**src/rtl/txtv_pkg.sv**
```systemverilog
`timescale 1ns/1ps
package txtv_pkg;

    // Decoded meaning of one clock edge for the address state.
    typedef enum logic [2:0] {
        SLOT_NONE       = 3'd0,
        SLOT_STEP       = 3'd1,
        SLOT_LINE_START = 3'd2,
        SLOT_LINE_END   = 3'd3,
        SLOT_FRAME      = 3'd4
    } slot_ev_e;

    // Slots in which the address counter advances by one.
    function automatic logic ev_advances(slot_ev_e ev);
        return (ev == SLOT_STEP) || (ev == SLOT_LINE_END);
    endfunction

endpackage

```
**src/rtl/txtv_slot_event.sv**
```systemverilog
`timescale 1ns/1ps
module txtv_slot_event
    import txtv_pkg::*;
(
    input  logic     clk,
    input  logic     rst,
    input  logic     slot_en,
    input  logic     disp_act,
    input  logic     frame_start,
    output slot_ev_e ev_o
);

    typedef struct packed {
        logic act_prev;
    } ev_st_t;

    ev_st_t st_d, st_q;

    always_comb begin
        st_d = st_q;
        ev_o = SLOT_NONE;
        if (slot_en) begin
            if (frame_start) begin
                ev_o          = SLOT_FRAME;
                st_d.act_prev = 1'b0;
            end else begin
                st_d.act_prev = disp_act;
                if (disp_act && !st_q.act_prev) begin
                    ev_o = SLOT_LINE_START;
                end else if (!disp_act && st_q.act_prev) begin
                    ev_o = SLOT_LINE_END;
                end else begin
                    ev_o = SLOT_STEP;
                end
            end
        end
    end

    always_ff @(posedge clk) begin
        if (rst) begin
            st_q <= '0;
        end else begin
            st_q <= st_d;
        end
    end

endmodule

```
**src/rtl/txtv_low_ctr.sv**
```systemverilog
`timescale 1ns/1ps
module txtv_low_ctr
    import txtv_pkg::*;
#(
    parameter int unsigned LOW_W = 2
) (
    input  logic             clk,
    input  logic             rst,
    input  slot_ev_e         ev_i,
    output logic [LOW_W-1:0] low_o,
    output logic             carry_o
);

    localparam logic [LOW_W-1:0] LOW_MAX = '1;
    localparam logic [LOW_W-1:0] LOW_ONE = LOW_W'(1);

    typedef struct packed {
        logic [LOW_W-1:0] low;
    } low_st_t;

    low_st_t st_d, st_q;

    always_comb begin
        st_d    = st_q;
        carry_o = ev_advances(ev_i) && (st_q.low == LOW_MAX);
        case (ev_i)
            SLOT_FRAME,
            SLOT_LINE_START: st_d.low = '0;
            SLOT_STEP,
            SLOT_LINE_END:   st_d.low = st_q.low + LOW_ONE;
            default:         st_d.low = st_q.low;
        endcase
    end

    always_ff @(posedge clk) begin
        if (rst) begin
            st_q <= '0;
        end else begin
            st_q <= st_d;
        end
    end

    assign low_o = st_q.low;

endmodule

```
**src/rtl/txtv_upper_ctr.sv**
```systemverilog
`timescale 1ns/1ps
module txtv_upper_ctr
    import txtv_pkg::*;
#(
    parameter int unsigned UP_W = 8
) (
    input  logic            clk,
    input  logic            rst,
    input  slot_ev_e        ev_i,
    input  logic            carry_i,
    input  logic            capture_i,
    output logic [UP_W-1:0] upper_o
);

    localparam logic [UP_W-1:0] UP_ONE = UP_W'(1);

    typedef struct packed {
        logic [UP_W-1:0] cnt;
        logic [UP_W-1:0] base;
    } up_st_t;

    up_st_t st_d, st_q;

    always_comb begin
        st_d = st_q;
        case (ev_i)
            SLOT_FRAME: begin
                st_d.cnt  = '0;
                st_d.base = '0;
            end
            SLOT_LINE_START: st_d.cnt = st_q.base;
            SLOT_STEP,
            SLOT_LINE_END: begin
                if (carry_i) begin
                    st_d.cnt = st_q.cnt + UP_ONE;
                end
            end
            default: st_d.cnt = st_q.cnt;
        endcase
        // Next row base: upper bits of the address one past the line.
        if (capture_i) begin
            st_d.base = st_d.cnt;
        end
    end

    always_ff @(posedge clk) begin
        if (rst) begin
            st_q <= '0;
        end else begin
            st_q <= st_d;
        end
    end

    assign upper_o = st_q.cnt;

endmodule

```
**src/rtl/txtv_glyph_row.sv**
```systemverilog
`timescale 1ns/1ps
module txtv_glyph_row
    import txtv_pkg::*;
#(
    parameter int unsigned ROW_W = 3
) (
    input  logic             clk,
    input  logic             rst,
    input  slot_ev_e         ev_i,
    output logic [ROW_W-1:0] row_o,
    output logic             last_o
);

    localparam logic [ROW_W-1:0] ROW_LAST = '1;
    localparam logic [ROW_W-1:0] ROW_ONE  = ROW_W'(1);

    typedef struct packed {
        logic [ROW_W-1:0] row;
    } row_st_t;

    row_st_t st_d, st_q;

    always_comb begin
        st_d   = st_q;
        last_o = (st_q.row == ROW_LAST);
        case (ev_i)
            SLOT_FRAME:    st_d.row = '0;
            SLOT_LINE_END: st_d.row = st_q.row + ROW_ONE;
            default:       st_d.row = st_q.row;
        endcase
    end

    always_ff @(posedge clk) begin
        if (rst) begin
            st_q <= '0;
        end else begin
            st_q <= st_d;
        end
    end

    assign row_o = st_q.row;

endmodule

```
**src/rtl/txtv_addr_gen.sv**
```systemverilog
`timescale 1ns/1ps
module txtv_addr_gen
    import txtv_pkg::*;
#(
    parameter int unsigned ADDR_W = 10,
    parameter int unsigned LOW_W  = 2,
    parameter int unsigned ROW_W  = 3
) (
    input  logic              clk,
    input  logic              rst,
    input  logic              slot_en,
    input  logic              disp_act,
    input  logic              frame_start,
    output logic [ADDR_W-1:0] mem_addr,
    output logic [ROW_W-1:0]  row_idx
);

    localparam int unsigned UP_W = ADDR_W - LOW_W;

    slot_ev_e         slot_ev;
    logic [LOW_W-1:0] low_bits;
    logic [UP_W-1:0]  up_bits;
    logic             low_carry;
    logic             row_last;
    logic             base_capture;

    txtv_slot_event u_event (
        .clk         (clk),
        .rst         (rst),
        .slot_en     (slot_en),
        .disp_act    (disp_act),
        .frame_start (frame_start),
        .ev_o        (slot_ev)
    );

    txtv_low_ctr #(.LOW_W(LOW_W)) u_low (
        .clk     (clk),
        .rst     (rst),
        .ev_i    (slot_ev),
        .low_o   (low_bits),
        .carry_o (low_carry)
    );

    txtv_glyph_row #(.ROW_W(ROW_W)) u_row (
        .clk    (clk),
        .rst    (rst),
        .ev_i   (slot_ev),
        .row_o  (row_idx),
        .last_o (row_last)
    );

    assign base_capture = (slot_ev == SLOT_LINE_END) && row_last;

    txtv_upper_ctr #(.UP_W(UP_W)) u_upper (
        .clk       (clk),
        .rst       (rst),
        .ev_i      (slot_ev),
        .carry_i   (low_carry),
        .capture_i (base_capture),
        .upper_o   (up_bits)
    );

    assign mem_addr = {up_bits, low_bits};

endmodule

```
**config.mk**
```make
export PLATFORM = sky130hd
export DESIGN_NAME = txtv_addr_gen
export DESIGN_NICKNAME = d
export VERILOG_FILES = /design/src/rtl/txtv_pkg.sv /design/src/rtl/txtv_slot_event.sv /design/src/rtl/txtv_low_ctr.sv /design/src/rtl/txtv_upper_ctr.sv /design/src/rtl/txtv_glyph_row.sv /design/src/rtl/txtv_addr_gen.sv
export SDC_FILE = /design/constraint.sdc
export NUM_CORES = 1
export LEC_CHECK = 0
export BUFFER_PORTS_ARGS = -buffer_cell sky130_fd_sc_hd__buf_2
export CAP_MARGIN = 20
export CORE_MARGIN = 2
export CORE_UTILIZATION = 53
export CTS_CLUSTER_DIAMETER = 120
export CTS_CLUSTER_SIZE = 12
export DETAILED_ROUTE_END_ITERATION = 8
export PLACE_DENSITY = 0.8
export SYNTH_ARGS = -nofsm -noshare
export SYNTH_HDL_FRONTEND = slang
export SYNTH_HIERARCHICAL = 1
export SYNTH_SLANG_ARGS = --single-unit
```
**constraint.sdc**
```tcl
create_clock -name clk -period 3.11 [get_ports clk]
set_input_delay 0.622 -clock clk [delete_from_list [all_inputs] [get_ports clk]]
set_output_delay 0.622 -clock clk [all_outputs]
set_load 0.03 [all_outputs]
```
## Word-level counts from Yosys, hierarchy flattened

Index checks and enable logic that the tools add are counted.

- Register bits: 22
- Logic and storage cells: 37
- Output and inout bits: 13
- Input port bits: 5

- Equality and inequality tests: 6
- Reduce and logical (&&, ||, !) cells: 12
- Mux-type cells: 11
- Add/sub/neg operators: 3

Operator list:

| cell | number |
|---|---|
| 8-bit 2-to-1 mux | 3 |
| 8-bit one-hot mux with 3 select lines | 1 |
| 3-bit 2-to-1 mux | 3 |
| 8-bit by 1-bit adder with 8-bit output, second input constant | 1 |
| 3-bit by 2-bit equality test with 1-bit output, second input constant | 2 |
| 3-bit equality test, second input constant | 2 |
| 3-bit one-hot mux with 2 select lines | 1 |
| 2-bit nonzero test | 3 |
| 1-bit logical AND | 4 |
| 2-bit one-hot mux with 2 select lines | 1 |
| 2-bit OR reduction | 2 |
| 3-bit by 1-bit adder with 3-bit output, second input constant | 1 |
| 3-bit by 1-bit equality test with 1-bit output, second input constant | 1 |
| 2-bit by 1-bit adder with 2-bit output, second input constant | 1 |
| 2-bit equality test, second input constant | 1 |
| 1-bit logical NOT | 2 |
| 2-bit 2-to-1 mux | 1 |
| 1-bit logical OR | 1 |
| 1-bit 2-to-1 mux | 1 |

## Depth between registers and ports, before layout

- Word-level depth: 12
- Depth in mapped cells: 9

## By module

Netlist, hierarchy kept.

Modules (own cells, without submodules):

| module | cells an instance | instances | seq. area each (µm²) | area an instance (µm²) |
|---|---|---|---|---|
| txtv_upper_ctr | 125 | 1 | 320.3 | 1052.3 |
| txtv_glyph_row | 20 | 1 | 60.1 | 171.4 |
| txtv_low_ctr | 14 | 1 | 40.0 | 122.6 |
| txtv_slot_event | 10 | 1 | 20.0 | 80.1 |
| txtv_addr_gen | 1 | 1 | 0.0 | 10.0 |

## Worst setup path before layout

No wires, ideal clock.

- Path kind: input port to flip-flop
- Start: input disp_act
- End: register u_upper/st_q[5] (netlist name)
- Path slack: 597 ps
- Library setup time: 123 ps
- Data arrival time: 2390 ps
- Stages: 8
- Buffers on the path: 1
- Cells stage by stage: ha_1 > nor2_1 > and3b_2 > buf_2 > nand4_2 > o32a_1 > o211ai_1 > o21ai_0

- Elaborated cells between the ends (all ways): 19
- Classes of those cells: eq/ne (4); mux (7); reduce/logical (8)

RTL lines:

| item | RTL line | text |
|---|---|---|
| start, declared | txtv_addr_gen.sv:12 | `input logic disp_act,` |
| 1-bit logical AND (*) | txtv_slot_event.sv:28 | `if (disp_act && !st_q.act_prev) begin` |
| 3-bit 2-to-1 mux (*) | txtv_slot_event.sv:28 |  |
| 3-bit 2-to-1 mux (*) | txtv_slot_event.sv:23 | `if (frame_start) begin` |
| 3-bit 2-to-1 mux (*) | txtv_slot_event.sv:22 | `if (slot_en) begin` |
| named net slot_ev[0] | txtv_addr_gen.sv:20 | `slot_ev_e slot_ev;` |
| 3-bit by 1-bit equality test with 1-bit output / 3-bit by 2-bit equality test with 1-bit output (equally long branches) | txtv_pkg.sv:15 | `return (ev == SLOT_STEP) \|\| (ev == SLOT_LINE_END);` |
| 1-bit logical OR (*) | txtv_pkg.sv:15 |  |
| 1-bit logical AND (*) | txtv_low_ctr.sv:25 | `carry_o = ev_advances(ev_i) && (st_q.low == LOW_MAX);` |
| named net low_carry | txtv_addr_gen.sv:23 | `logic low_carry;` |
| 8-bit 2-to-1 mux (*) | txtv_upper_ctr.sv:34 | `if (carry_i) begin` |
| 8-bit one-hot mux with 3 select lines (*) | txtv_upper_ctr.sv:26 | `case (ev_i)` |
| 8-bit 2-to-1 mux (*) | txtv_upper_ctr.sv:41 | `if (capture_i) begin` |
| end signal, assigned | txtv_upper_ctr.sv:50 | `st_q <= st_d;` |
| end, declared | txtv_upper_ctr.sv:22 | `up_st_t st_d, st_q;` |

Mark *: on every way through the listed nets, which the timed path passes. The rest lies on a longest branch.
A chain may end at the register's enable or synchronous reset.

## Worst setup path after layout

- Start: input disp_act
- End: register u_upper/st_q[7] (netlist name)

- Elaborated cells between the ends (all ways): 19
- Classes of those cells: eq/ne (4); mux (7); reduce/logical (8)

RTL lines:

| item | RTL line | text |
|---|---|---|
| 1-bit logical NOT | txtv_slot_event.sv:30 | `end else if (!disp_act && st_q.act_prev) begin` |
| 1-bit logical AND | txtv_slot_event.sv:30 |  |
| 2-bit 2-to-1 mux | txtv_slot_event.sv:30 |  |
| 3-bit 2-to-1 mux (*) | txtv_slot_event.sv:28 |  |
| 3-bit 2-to-1 mux (*) | txtv_slot_event.sv:23 |  |
| 3-bit 2-to-1 mux (*) | txtv_slot_event.sv:22 |  |
| named net slot_ev[1] | txtv_addr_gen.sv:20 |  |
| 3-bit by 2-bit equality test with 1-bit output (*) | txtv_addr_gen.sv:52 | `assign base_capture = (slot_ev == SLOT_LINE_END) && row_last;` |
| 1-bit logical AND (*) | txtv_addr_gen.sv:52 |  |
| named net base_capture | txtv_addr_gen.sv:25 | `logic base_capture;` |
| 8-bit 2-to-1 mux / 2-bit nonzero test (equally long branches) | n/a |  |

Marked as above.

==> impl_metrics.yaml <==
critical_path:
  critPathMaxFanout: 11
  crit_type: "in -> reg"
  cp-start-kind: "input port"
  end_kind: "register"
  worstPathRequired_ns: 3.34
  cp.arrival_ns: 2.51
sta:
  rsz0062_at_grt: "false"
  finalCriticalPeriod_ns: 2.274
  whs_ns: 0.4609
  skew_ns: 0.008211
  period_share: 0.7312
  drv_slew: 0
  final.setup.tns_ns: 0
  finalHoldViolCount: 0
  fmax_mhz: 439.7
  maxSlewHeadroom: 0.6944
  worstMarginPinSlew_ns: 0.4567
  setup_viol: 0
yosys:
  yosys.area_share.adder: 0.04355
  netlist_instances: 170
  yosys.area_share.simple: 0.2735
  yosys.cell_count.top_type: "dfxtp_1"
  synth_top_area_frac: 0.3066
  ys_warn_count: 6
  synth.top_cells.by_count: "dfxtp_1 (22), nor2_1 (16), o21ai_0 (11)"
  synth.area.top_cells: "dfxtp_1 (31%), buf_4 (4.7%), ha_1 (4.4%)"
  synth_largest_area_cell: "dfxtp_1"
  synthesis.area_mm2: 0.001436
  synthDistinctLibCells: 56
  synth_edf_count: 0
  synth_xor_area_frac: 0.006098
  ys_ff_latch: 22
  synthMuxAreaShare: 0.01481
  syn_area_per_cell_um2: 8.449
  synth_compound_area_frac: 0.2605
  synthArstFlopShare: 0
  ys_seq_area_frac: 0.3066
  syn_nets: 180
  synth_top_family_by_area: "simple AND/OR/NAND/NOR gates"
  synth_flop_cell: "dfxtp_1"
die:
  dieArea_mm2: 0.003143
  ioPinCount: 18
  die_width_um: 56.06
  row_count: 18
  core-area_mm2: 0.002522
  die_h_um: 56.06
  start_util: 0.5694
global_routing:
  antenna_found_initial: 0
  grt-ovfl-total: 0
  grtUsageTotal: 0.2253
  grt_pass1_vias: 1202
  grt_max_degree: 31
  grt_pass1_wl_mm: 5.713
clock_tree:
  cts_setup_buffers: 0
  numCtsBuffers: 3
  clockRootBuffer: "clkbuf_4"
  path_clk_slew_ns: 0.12
  cts_buffer_depth: 2
  clock_sinks: 22
  hold_buffers: 0
  clk_latency_ns: 0.32
  cts_tree: "built"
  h-tree-depth: 1
  postCtsResizedCells: 0
cells_and_area:
  post-route-util: 0.6052
  stdcell_count: 208
  antenna_cells: 0
  fin_nets: 189
  drive_gt1_frac: 0.2528
  area_delta_synth_final_pct: 6.271
detailed_routing:
  drt_iter0_drc: 64
  vias: 1301
  route.detailed.drc: 0
  drtPass1Iterations: 4
  viasPerCell: 6.255
  wl_per_cell_um: 16.00
  ant_nets: 0
  wirelength_mm: 3.328
hold_path:
  hp-class: "reg -> reg"
power:
  peakVddDrop_mv: 0.3585
  p_per_area_mw_per_mm2: 398.3
  leakagePower_uw: 0.0006019
place:
  dp_cells: 204
  dpl.hpwl_mm: 2.283
  io_buffer_count: 17
  place_congestion: 0.8193
status:
  status: "finished, final reports clean"
job:
  maxCapViolations: 0
[metal layers]
layer	vias to the layer above	GRT usage	share of wire
met5	-	0	0
met4	0	0.1020	0.014
met3	4	0.03023	0.064
met2	54	0.3714	0.50
met1	609	0.2906	0.42
li1	634	-	-
[registers in the layout, summed over array words and instances (netlist names)]
name             count
u_upper/st_q         8
u_upper/upper_o      8
u_row/row_o          3
u_low/low_o          2
u_event/st_q         1
[final timing paths]
| kind | start | to | slack [ns] | cells after the start |
|---|---|---|---|---|
| worst max-delay path | disp_act | u_upper/st_q[7] | 0.84 | 7 |
| worst min-delay path | u_upper/st_q[3] | u_upper/st_q[3] | 0.46 | 2 |
| worst max register to register | u_event/st_q | u_upper/st_q[7] | 0.86 | 7 |
| worst min register to register | u_upper/st_q[3] | u_upper/st_q[3] | 0.46 | 2 |
[through the flow]
step | setup slack [ns] | area [um2] | total power (uW)
floorplan | 0.5971 | 1436 | 372.2
global placement | 0.6939 | 1474 | 387.9
detailed placement | 0.5063 | 1474 | 391.4
CTS | 0.8360 | 1526 | 611.6
global route | 0.6691 | 1526 | 637.0
finish | 0.8359 | 1526 | 608.0
[report_power, final]
part           internal (uW)  total [uW]  switching (uW)  leakage, uW
combinational           35.2        93.9            58.7     0.000396
clock                    130         221            91.0    0.0000279
sequential               286         293            6.29     0.000178
[critical path, cell delays in order]
cell      delay (ns)
buf_2           0.11
ha_1            0.30
nor2_1          0.38
and4b_1         0.51
nor2_1          0.07
a311o_1         0.34
a221oi_2        0.18
[logic make-up after synthesis]
group / after synthesis
AO/OA/AOI/OAI: 52
XOR/XNOR: 1
adder cells (fa/ha/maj): 5
buffers and inverters: 22
flip-flops: 22
multiplexers: 2
AND/OR/NAND/NOR: 66
[area by class of cell]
class / instances / area, um2
Timing Repair Buffer: 21 / 115.1
Inverter: 5 / 18.77
Clock buffer: 3 / 22.52
Clock inverter: 1 / 30.03
Fill cell: 233 / 996.0
Sequential cell: 22 / 440.4
Multi-Input combinational cell: 126 / 862.1
Tap cell: 30 / 37.54
[cells in the final DEF, fill, tap and decap left out, types with 2 or more instances in the layout]
cell type and count:
a211oi_1 2, o211ai_1 4, o21ai_1 2, buf_4 4, buf_2 17, and3_1 2, ha_1 5, nor4_1 2
nor2_1 15, a21oi_1 9, o22ai_1 3, o21ai_0 11, a21oi_2 2, nand4_1 2, a22o_1 3, clkbuf_4 3
nor2b_1 2, nand2_1 9, dfxtp_1 22, nand3_1 6, o21a_1 2, nand3b_1 3, nor3_1 5, a221oi_2 2
and2_2 2, inv_1 5, nand2b_1 4
Power figures use the tool's default switching activity.
